### src/rtl/a429_bv_pkg.sv
package a429_bv_pkg;

  typedef enum logic [1:0] {
    ST_GAP   = 2'd0,
    ST_ARMED = 2'd1,
    ST_WORD  = 2'd2
  } seq_state_t;

  localparam int unsigned NUM_BANDS = 3;
  localparam int unsigned BAND_ONE  = 0;
  localparam int unsigned BAND_ZERO = 1;
  localparam int unsigned BAND_NULL = 2;

endpackage

### src/rtl/a429_bv_sampler.sv
module a429_bv_sampler
  import a429_bv_pkg::*;
#(
  parameter int unsigned DEPTH    = 10,
  parameter int unsigned SLOW_DIV = 8
) (
  input  logic                                 clk,
  input  logic                                 rst_n,
  input  logic                                 slow_mode,
  input  logic                                 lvl_one,
  input  logic                                 lvl_zero,
  input  logic                                 lvl_null,
  output logic                                 samp_en,
  output logic [NUM_BANDS-1:0][DEPTH-1:0]      hist
);

  localparam int unsigned PW = (SLOW_DIV > 1) ? $clog2(SLOW_DIV) : 1;

  logic [PW-1:0]        pre_q, pre_d;
  logic [NUM_BANDS-1:0] raw, clean;

  // prescaler: free running, only consulted in low-speed mode
  always_comb begin
    if (pre_q == PW'(SLOW_DIV - 1)) pre_d = '0;
    else                            pre_d = pre_q + PW'(1);
  end

  always_ff @(posedge clk or negedge rst_n) begin
    if (!rst_n) pre_q <= '0;
    else        pre_q <= pre_d;
  end

  assign samp_en = slow_mode ? (pre_q == PW'(SLOW_DIV - 1)) : 1'b1;

  // a conflicting report counts as a between-band sample
  always_comb begin
    raw = '0;
    raw[BAND_ONE]  = lvl_one;
    raw[BAND_ZERO] = lvl_zero;
    raw[BAND_NULL] = lvl_null;
    if ((raw & (raw - NUM_BANDS'(1))) == '0) clean = raw;
    else                                     clean = '0;
  end

  genvar b;
  generate
    for (b = 0; b < NUM_BANDS; b++) begin : g_band
      logic [DEPTH-1:0] sr_q, sr_d;

      always_comb begin
        if (samp_en) sr_d = {sr_q[DEPTH-2:0], clean[b]};
        else         sr_d = sr_q;
      end

      always_ff @(posedge clk or negedge rst_n) begin
        if (!rst_n) sr_q <= '0;
        else        sr_q <= sr_d;
      end

      assign hist[b] = sr_q;
    end
  endgenerate

endmodule

### src/rtl/a429_bv_detect.sv
module a429_bv_detect
  import a429_bv_pkg::*;
#(
  parameter int unsigned DEPTH = 10,
  parameter int unsigned RUN   = 3
) (
  input  logic                            clk,
  input  logic                            rst_n,
  input  logic [NUM_BANDS-1:0][DEPTH-1:0] hist,
  output logic                            det,
  output logic                            det_val,
  output logic                            gap_null
);

  localparam int unsigned HALF = DEPTH / 2;

  function automatic logic has_run(input logic [HALF-1:0] v);
    logic hit;
    hit = 1'b0;
    for (int i = 0; i <= int'(HALF - RUN); i++) begin
      if (&v[i +: RUN]) hit = 1'b1;
    end
    return hit;
  endfunction

  logic one_old, zero_old, null_old, null_new;
  logic cond, cond_q;

  // bit 0 is the newest sample, so the upper half is the older one
  assign one_old  = has_run(hist[BAND_ONE][DEPTH-1:DEPTH-HALF]);
  assign zero_old = has_run(hist[BAND_ZERO][DEPTH-1:DEPTH-HALF]);
  assign null_old = has_run(hist[BAND_NULL][DEPTH-1:DEPTH-HALF]);
  assign null_new = has_run(hist[BAND_NULL][HALF-1:0]);

  assign cond     = (one_old | zero_old) & null_new;
  assign gap_null = null_old & null_new;

  always_ff @(posedge clk or negedge rst_n) begin
    if (!rst_n) cond_q <= 1'b0;
    else        cond_q <= cond;
  end

  assign det     = cond & ~cond_q;
  assign det_val = one_old;

endmodule

### src/rtl/a429_bv_seq.sv
module a429_bv_seq
  import a429_bv_pkg::*;
#(
  parameter int unsigned SPC_MIN     = 8,
  parameter int unsigned SPC_MAX     = 12,
  parameter int unsigned GAP_SAMPLES = 10,
  parameter int unsigned GAP_NEED    = 3,
  parameter int unsigned WORD_BITS   = 32,
  localparam int unsigned SW = $clog2(SPC_MAX + 2)
) (
  input  logic          clk,
  input  logic          rst_n,
  input  logic          samp_en,
  input  logic          det,
  input  logic          det_val,
  input  logic          gap_null,
  output logic          bit_vld,
  output logic          bit_val,
  output logic          word_start,
  output logic          spc_err,
  output logic          rx_ready,
  output logic [SW-1:0] spc_cnt
);

  localparam int unsigned GW = $clog2(GAP_SAMPLES);
  localparam int unsigned CW = $clog2(GAP_NEED + 1);
  localparam int unsigned BW = $clog2(WORD_BITS);

  seq_state_t    st_q, st_d;
  logic [SW-1:0] spc_q, spc_d;
  logic [GW-1:0] gtmr_q, gtmr_d;
  logic [CW-1:0] gcnt_q, gcnt_d;
  logic [BW-1:0] bcnt_q, bcnt_d;
  logic          vld_q, vld_d, val_q, val_d, start_q, start_d, err_q, err_d;
  logic          in_win, late;
  logic [SW-1:0] spc_rst;

  assign in_win  = (spc_q >= SW'(SPC_MIN)) && (spc_q <= SW'(SPC_MAX));
  assign late    = spc_q > SW'(SPC_MAX);
  // the sample landing in the accepting cycle already belongs to the next interval
  assign spc_rst = samp_en ? SW'(1) : '0;

  always_comb begin
    st_d    = st_q;
    spc_d   = spc_q;
    gtmr_d  = gtmr_q;
    gcnt_d  = gcnt_q;
    bcnt_d  = bcnt_q;
    vld_d   = 1'b0;
    val_d   = val_q;
    start_d = 1'b0;
    err_d   = 1'b0;
    unique case (st_q)
      ST_GAP: begin
        if (samp_en) begin
          if (gtmr_q == GW'(GAP_SAMPLES - 1)) begin
            gtmr_d = '0;
            if (gap_null) begin
              if (gcnt_q == CW'(GAP_NEED - 1)) begin
                gcnt_d = '0;
                st_d   = ST_ARMED;
              end else begin
                gcnt_d = gcnt_q + CW'(1);
              end
            end else begin
              gcnt_d = '0;
            end
          end else begin
            gtmr_d = gtmr_q + GW'(1);
          end
        end
      end
      ST_ARMED: begin
        if (det) begin
          vld_d   = 1'b1;
          start_d = 1'b1;
          val_d   = det_val;
          bcnt_d  = BW'(1);
          spc_d   = spc_rst;
          st_d    = ST_WORD;
        end
      end
      ST_WORD: begin
        if (det && in_win) begin
          vld_d = 1'b1;
          val_d = det_val;
          spc_d = spc_rst;
          if (bcnt_q == BW'(WORD_BITS - 1)) begin
            st_d   = ST_GAP;
            gtmr_d = '0;
            gcnt_d = '0;
          end else begin
            bcnt_d = bcnt_q + BW'(1);
          end
        end else if (det || late) begin
          err_d  = 1'b1;
          st_d   = ST_GAP;
          gtmr_d = '0;
          gcnt_d = '0;
        end else if (samp_en) begin
          spc_d = spc_q + SW'(1);
        end
      end
      default: st_d = ST_GAP;
    endcase
  end

  always_ff @(posedge clk or negedge rst_n) begin
    if (!rst_n) begin
      st_q    <= ST_GAP;
      spc_q   <= '0;
      gtmr_q  <= '0;
      gcnt_q  <= '0;
      bcnt_q  <= '0;
      vld_q   <= 1'b0;
      val_q   <= 1'b0;
      start_q <= 1'b0;
      err_q   <= 1'b0;
    end else begin
      st_q    <= st_d;
      spc_q   <= spc_d;
      gtmr_q  <= gtmr_d;
      gcnt_q  <= gcnt_d;
      bcnt_q  <= bcnt_d;
      vld_q   <= vld_d;
      val_q   <= val_d;
      start_q <= start_d;
      err_q   <= err_d;
    end
  end

  assign bit_vld    = vld_q;
  assign bit_val    = val_q;
  assign word_start = start_q;
  assign spc_err    = err_q;
  assign rx_ready   = (st_q == ST_ARMED);
  assign spc_cnt    = spc_q;

endmodule

### src/rtl/a429_bit_validator.sv
module a429_bit_validator
  import a429_bv_pkg::*;
#(
  parameter int unsigned DEPTH       = 10,
  parameter int unsigned RUN         = 3,
  parameter int unsigned SLOW_DIV    = 8,
  parameter int unsigned SPC_MIN     = 8,
  parameter int unsigned SPC_MAX     = 12,
  parameter int unsigned GAP_SAMPLES = 10,
  parameter int unsigned GAP_NEED    = 3,
  parameter int unsigned WORD_BITS   = 32
) (
  input  logic clk,
  input  logic rst_n,
  input  logic slow_mode,
  input  logic lvl_one,
  input  logic lvl_zero,
  input  logic lvl_null,
  output logic bit_vld,
  output logic bit_val,
  output logic word_start,
  output logic spc_err,
  output logic rx_ready
);

  localparam int unsigned SPC_W = $clog2(SPC_MAX + 2);

  logic                            samp_en;
  logic [NUM_BANDS-1:0][DEPTH-1:0] hist;
  logic                            det, det_val, gap_null;
  logic [SPC_W-1:0]                spc_cnt;

  a429_bv_sampler #(
    .DEPTH    (DEPTH),
    .SLOW_DIV (SLOW_DIV)
  ) u_sampler (
    .clk       (clk),
    .rst_n     (rst_n),
    .slow_mode (slow_mode),
    .lvl_one   (lvl_one),
    .lvl_zero  (lvl_zero),
    .lvl_null  (lvl_null),
    .samp_en   (samp_en),
    .hist      (hist)
  );

  a429_bv_detect #(
    .DEPTH (DEPTH),
    .RUN   (RUN)
  ) u_detect (
    .clk      (clk),
    .rst_n    (rst_n),
    .hist     (hist),
    .det      (det),
    .det_val  (det_val),
    .gap_null (gap_null)
  );

  a429_bv_seq #(
    .SPC_MIN     (SPC_MIN),
    .SPC_MAX     (SPC_MAX),
    .GAP_SAMPLES (GAP_SAMPLES),
    .GAP_NEED    (GAP_NEED),
    .WORD_BITS   (WORD_BITS)
  ) u_seq (
    .clk        (clk),
    .rst_n      (rst_n),
    .samp_en    (samp_en),
    .det        (det),
    .det_val    (det_val),
    .gap_null   (gap_null),
    .bit_vld    (bit_vld),
    .bit_val    (bit_val),
    .word_start (word_start),
    .spc_err    (spc_err),
    .rx_ready   (rx_ready),
    .spc_cnt    (spc_cnt)
  );

endmodule

### config.mk
export PLATFORM = sky130hd
export DESIGN_NAME = a429_bit_validator
export DESIGN_NICKNAME = d
export VERILOG_FILES = /design/src/rtl/a429_bv_pkg.sv /design/src/rtl/a429_bv_sampler.sv /design/src/rtl/a429_bv_detect.sv /design/src/rtl/a429_bv_seq.sv /design/src/rtl/a429_bit_validator.sv
export SDC_FILE = /design/constraint.sdc
export NUM_CORES = 1
export LEC_CHECK = 0
export BUFFER_PORTS_ARGS = -buffer_cell sky130_fd_sc_hd__buf_2
export CAP_MARGIN = 10
export CORE_MARGIN = 1.5
export CORE_UTILIZATION = 60
export DETAILED_ROUTE_END_ITERATION = 16
export GPL_ROUTABILITY_DRIVEN = 0
export PLACE_DENSITY = 0.78
export SLEW_MARGIN = 40
export SYNTH_ARGS = -nofsm -noshare
export SYNTH_HDL_FRONTEND = slang
export SYNTH_HIERARCHICAL = 1
export SYNTH_SLANG_ARGS = --single-unit
### constraint.sdc
create_clock -name clk -period 4.15 [get_ports clk]
set_input_delay 0.83 -clock clk [delete_from_list [all_inputs] [get_ports clk]]
set_output_delay 0.83 -clock clk [all_outputs]
set_load 0.01 [all_outputs]
-- Word-level counts from Yosys, hierarchy flattened
Index checks and enable logic that the tools add are counted.
- bits of input ports: 6
- output and inout bits: 5
- word-level logic and storage cells: 126
- flip-flop bits (word level): 55
- order comparisons: 3
- reduce and logical (&&, ||, !) cells: 25
- equality and inequality tests: 17
- bitwise gates (word level): 6
- mux-type cells: 55
- $add $sub $neg: 6
- operator list (cell ; count):
    $reduce_and A3 Y1 ; 13
    $mux W4 ; 9
    $mux W2 ; 12
    $mux W1 ; 22
    $pmux W4 S2 ; 2
    $mux W5 ; 3
    $reduce_and A4 Y1 ; 3
    $ne A2 B1 Y1 const B ; 5
    $pmux W5 S2 ; 1
    $add A4 B1 Y4 const B ; 2
    $reduce_and A7 Y1 ; 1
    $mux W3 ; 2
    $ne A3 B1 Y1 const B ; 2
    $pmux W2 S3 ; 1
    $add A5 B1 Y5 const B ; 1
    $eq A5 B5 Y1 const B ; 1
    $reduce_and A5 Y1 ; 1
    $eq A2 B2 Y1 const B ; 2
    $eq A4 B4 Y1 const B ; 1
    $ge A4 B4 Y1 const B ; 1
    $gt A4 B4 Y1 const B ; 1
    $le A4 B4 Y1 const B ; 1
    $ne A2 B2 Y1 const B ; 2
    $pmux W1 S2 ; 2
    17 further kinds ; 21

-- Depth between registers and ports, before layout
- word-level depth: 11
- gate-level depth with buffers: 8

-- Cells and area by module
Netlist, hierarchy kept.
- modules (own cells, without submodules) (module ; cells each ; seq. area each (µm²) ; area each (µm²) ; instances):
    a429_bv_sampler ; 74 ; 825.8 ; 1406.3 ; 1
    a429_bv_seq ; 131 ; 525.5 ; 1246.2 ; 1
    a429_bv_detect ; 15 ; 25.0 ; 113.9 ; 1

-- Least setup slack after synthesis
OpenSTA, ideal clock, no wires.
- path type: input -> register
- start point: input port slow_mode
- end point: register u_seq.spc_q[3], in the netlist u_seq/spc_cnt[3]
- data arrival time: 1809 ps
- stages: 6
- data required time: 4026 ps
- slack: 2217 ps
- cell sequence: nand2b_4 buf_12 nor4bb_1 nand3_1 xnor2_1 nor2_1
- word-level cells in the longest chain between the ends: 3
- RTL lines (item ; RTL line ; source):
    from (decl) ; a429_bit_validator.sv:15 ; input logic slow_mode,
    $mux W1 ; a429_bv_sampler.sv:33 ; assign samp_en = slow_mode ? (pre_q == PW'(SLOW_DIV - 1)) : 1'b1;
    named net samp_en ; a429_bit_validator.sv:28 ; logic samp_en;
    $ne A3 B1 Y1 (no source line) ; - ;
    $reduce_and A4 Y1 (no source line) ; - ;
    to (signal assigned) ; a429_bv_seq.sv:121 ; spc_q <= spc_d;
    to (decl) ; a429_bv_seq.sv:30 ; logic [SW-1:0] spc_q, spc_d;
The timed path passes the listed nets, and every way through them passes these cells.
A chain may end at the register's enable or synchronous reset.

-- Worst setup path after layout
- start point: register u_sampler.pre_q[0]
- end point: register u_seq.spc_q[3], in the netlist u_seq/spc_cnt[3]
- word-level cells in the longest chain between the ends: 4
- RTL lines (item ; RTL line ; source):
    from (decl) ; a429_bv_sampler.sv:19 ; logic [PW-1:0] pre_q, pre_d;
    from (signal assigned) ; a429_bv_sampler.sv:30 ; else pre_q <= pre_d;
    $eq A3 B3 Y1 ; a429_bv_sampler.sv:33 ;
    $mux W1 ; a429_bv_sampler.sv:33 ;
    named net samp_en ; a429_bit_validator.sv:28 ;
    $ne A3 B1 Y1 (no source line) ; - ;
    $reduce_and A4 Y1 (no source line) ; - ;
The timed path passes the listed nets, and every way through them passes these cells.

==> flow_metrics.env <==
export IMPL_routed_wl_mm=4.35
export IMPL_clock_sinks=55
export IMPL_crit_arrival_ns=2.44
export IMPL_cts_buffer_depth=2
export IMPL_synth_warnings=6
export IMPL_drive_gt1_share_pct=24.1
export IMPL_ys_flop_type="dfrtp_1"
export IMPL_crit_chain="ha_1 > ha_1 > nand2b_4 > nor4bb_1 > nand3_1 > xnor2_1 > nor2_1"
export IMPL_cp_slowest_cell="nand2b_4"
export IMPL_setup_tns_ns=0
export IMPL_fin_skew_ns=0.00985
export IMPL_antenna_found_initial=0
export IMPL_yosysTopAreaCellShare_pct=49.8
export IMPL_ys_seq_area_share_pct=49.8
export IMPL_status="complete, no violations"
export IMPL_setup_viol=0
export IMPL_worst_pin_slew_ns=0.617
export IMPL_max_stage_delay_ns=0.53
export IMPL_power_total_w=0.00108
export IMPL_fin_ws_ns=1.90
export IMPL_drc=0
export IMPL_synth_cell_types=44
export IMPL_fin_nets=247
export IMPL_overflow=0
export IMPL_die_area_um2=5030
export IMPL_drtAntennaViolNets=0
export IMPL_numCtsBuffers=5
export IMPL_syn2layout_area_growth_pct=5.11
export IMPL_p_leak_nw=1.50
export IMPL_initial_core_util_pct=63.1
export IMPL_synth_avg_cell_area_um2=12.6
export IMPL_rsz0062_at_grt="no"
export IMPL_ys_ff_latch=55
export IMPL_post_drt_wl_per_cell_um=15.3
export IMPL_postCtsSetupBuffers=0
export IMPL_crit_path_end_kind="flip-flop"
export IMPL_drtIter0Drc=128
export IMPL_dr_pass1_iters=4
export IMPL_period_share_pct=54.1
export IMPL_yosysTopAreaCell="dfrtp_1"
export IMPL_slew_violations=0
export IMPL_finalCriticalPeriod_ns=2.25
export IMPL_syn_num_nets=235
export IMPL_powerDensity_nw_per_um2=373
export IMPL_ctsResizeCount=0
export IMPL_ioPinCount=11
export IMPL_via_per_inst=5.80
export IMPL_maxCapViolCount=0
export IMPL_post_route_util_pct=66.3
export IMPL_finalHoldViolations=0
export IMPL_required_ns=4.35
export IMPL_clockRootBuffer="clkbuf_8"
export IMPL_synth_edf_count=0
export IMPL_slew_headroom_pct=58.5
export IMPL_synth_most_common_cell="dfrtp_1"
export IMPL_grt_start_max_net_pins=37
export IMPL_synthTopCellsByCount="55 x dfrtp_1, 29 x mux2_4, 10 x inv_1, 10 x nand2_1"
export IMPL_critPathLaunchType="flip-flop"
export IMPL_max_freq_mhz=445
export IMPL_gr_usage_all_layers_pct=19.8
export IMPL_grt_pass1_wl_mm=7.85
export IMPL_clock_latency_ns=0.31
export IMPL_portBuffers=10
export IMPL_path_max_fanout=36
export IMPL_core_area_um2=4380
export IMPL_hpwl_mm=2.94
export IMPL_cts_tree="built"
export IMPL_grt_pass1_vias=1695
export IMPL_pre_cts_ws_ns=1.74
export IMPL_cp_common_cell="ha_1"
export IMPL_crit_type="flip-flop to flip-flop"
export IMPL_syn_area_um2=2770
export IMPL_async_flop_share_pct=100
export IMPL_ir_worst_vdd_mv=0.271
export IMPL_hold_path_class="flip-flop to flip-flop"
export IMPL_netlist_instances=220
export IMPL_clk_pin_slew_ns=0.10
export IMPL_htreeDepth=2
export IMPL_dieHeight_um=70.9
export IMPL_post_synth_main_area_contributors="dfrtp_1 50%, mux2_4 16%, ha_1 4.1%"
export IMPL_num_rows=24
export IMPL_die_w_um=70.9
export IMPL_hold_buffers=0
export IMPL_diodes=0
export IMPL_vias=1646
==> per-layer routing <==
layer  share of wire [%]  vias up  global-route usage (%)
met1                  49      800                    27.8
met4                 1.9        0                    9.22
li1                    -      815                       -
met2                  46       24                    30.3
met3                 2.5        7                    3.70
met5                   0        -                       0
==> cell usage in the layout (no fill, tap or decap), types with 2 or more instances in the layout <==
cell	instances
inv_2	2
a21o_1	2
inv_1	10
xnor2_1	2
ha_1	9
a22o_1	5
buf_2	10
o211a_1	5
and3_1	5
nor2_1	9
xor2_1	2
a211oi_1	6
clkbuf_8	6
dfrtp_1	55
nand3_1	4
o2bb2ai_1	2
nand2_1	10
nor4_1	2
o21ai_0	4
buf_4	2
nor2b_1	6
a21oi_1	9
a31oi_1	6
mux2_2	2
mux2_4	29
nor3_1	2
nor3b_1	4
nand2b_1	5
o21a_1	2
==> kinds of logic (layout without fill, tap and decap cells) <==
group / after synthesis / count (layout) / synth area share [%]
AOI/OAI and AO/OA: 46 / 46 / 12.2
muxes: 32 / 32 / 16.9
xor gates and xnor gates: 4 / 4 / 1.27
adders and majority gates: 9 / 9 / 4.07
and+or+nand+nor: 55 / 55 / 11.3
buffers and inverters: 19 / 31 / 4.52
DFF: 55 / 55 / 49.8
==> path summary, 6_finish.rpt <==
path	startpoint	to	slack, ns	cells after the start
min	u_sampler/pre_q[0]	u_sampler/pre_q[0]	0.44	1
max reg2reg	u_sampler/pre_q[0]	u_seq/spc_cnt[3]	1.90	7
min in group asynchronous	rst_n	u_seq/gtmr_q[2]	0.49	1
max	u_sampler/pre_q[0]	u_seq/spc_cnt[3]	1.90	7
min reg2reg	u_sampler/pre_q[0]	u_sampler/pre_q[0]	0.44	1
max in group asynchronous	rst_n	u_sampler/g_band[0].sr_q[7]	2.86	2
==> registers in the layout, summed over array words and instances, names as in the netlist, 2 cells and up <==
register and cells:
u_sampler/g_band.sr_q 30, u_seq/bcnt_q 5, u_seq/spc_cnt 4, u_seq/st_q 2, u_seq/gtmr_q 4, u_seq/gcnt_q 2, u_sampler/pre_q 3
==> per-stage QoR <==
stage	cells	cell area, um^2	hold WS, ns
floorplan	220	2770	0.403
global placement	277	2820	0.422
detailed placement	277	2820	0.433
CTS	284	2910	0.448
global route	284	2910	0.458
finish	284	2910	0.441
==> worst max-delay path, delay by kind of cell (launching register included) <==
family                     cells  cell delay [ns]
and+or+nand+nor                4             1.26
DFF                            1             0.37
adders and majority gates      2             0.33
xor gates and xnor gates       1             0.15
==> report_power, final <==
group | switching (W) | internal [W]
clock network | 0.000169 | 0.000135
registers | 0.0000536 | 0.000589
logic | 0.0000522 | 0.0000857
==> cell type report <==
type                       count  area, um^2
clock inverter                 1        8.76
tap                           52        65.1
timing repair buffer          12        65.1
fill                         343        1480
inverter                      12        45.0
clock buffer                   6        82.6
multi-input combinational    146        1260
sequential                    55        1380
No activity file was read; power rests on OpenSTA's default activity.
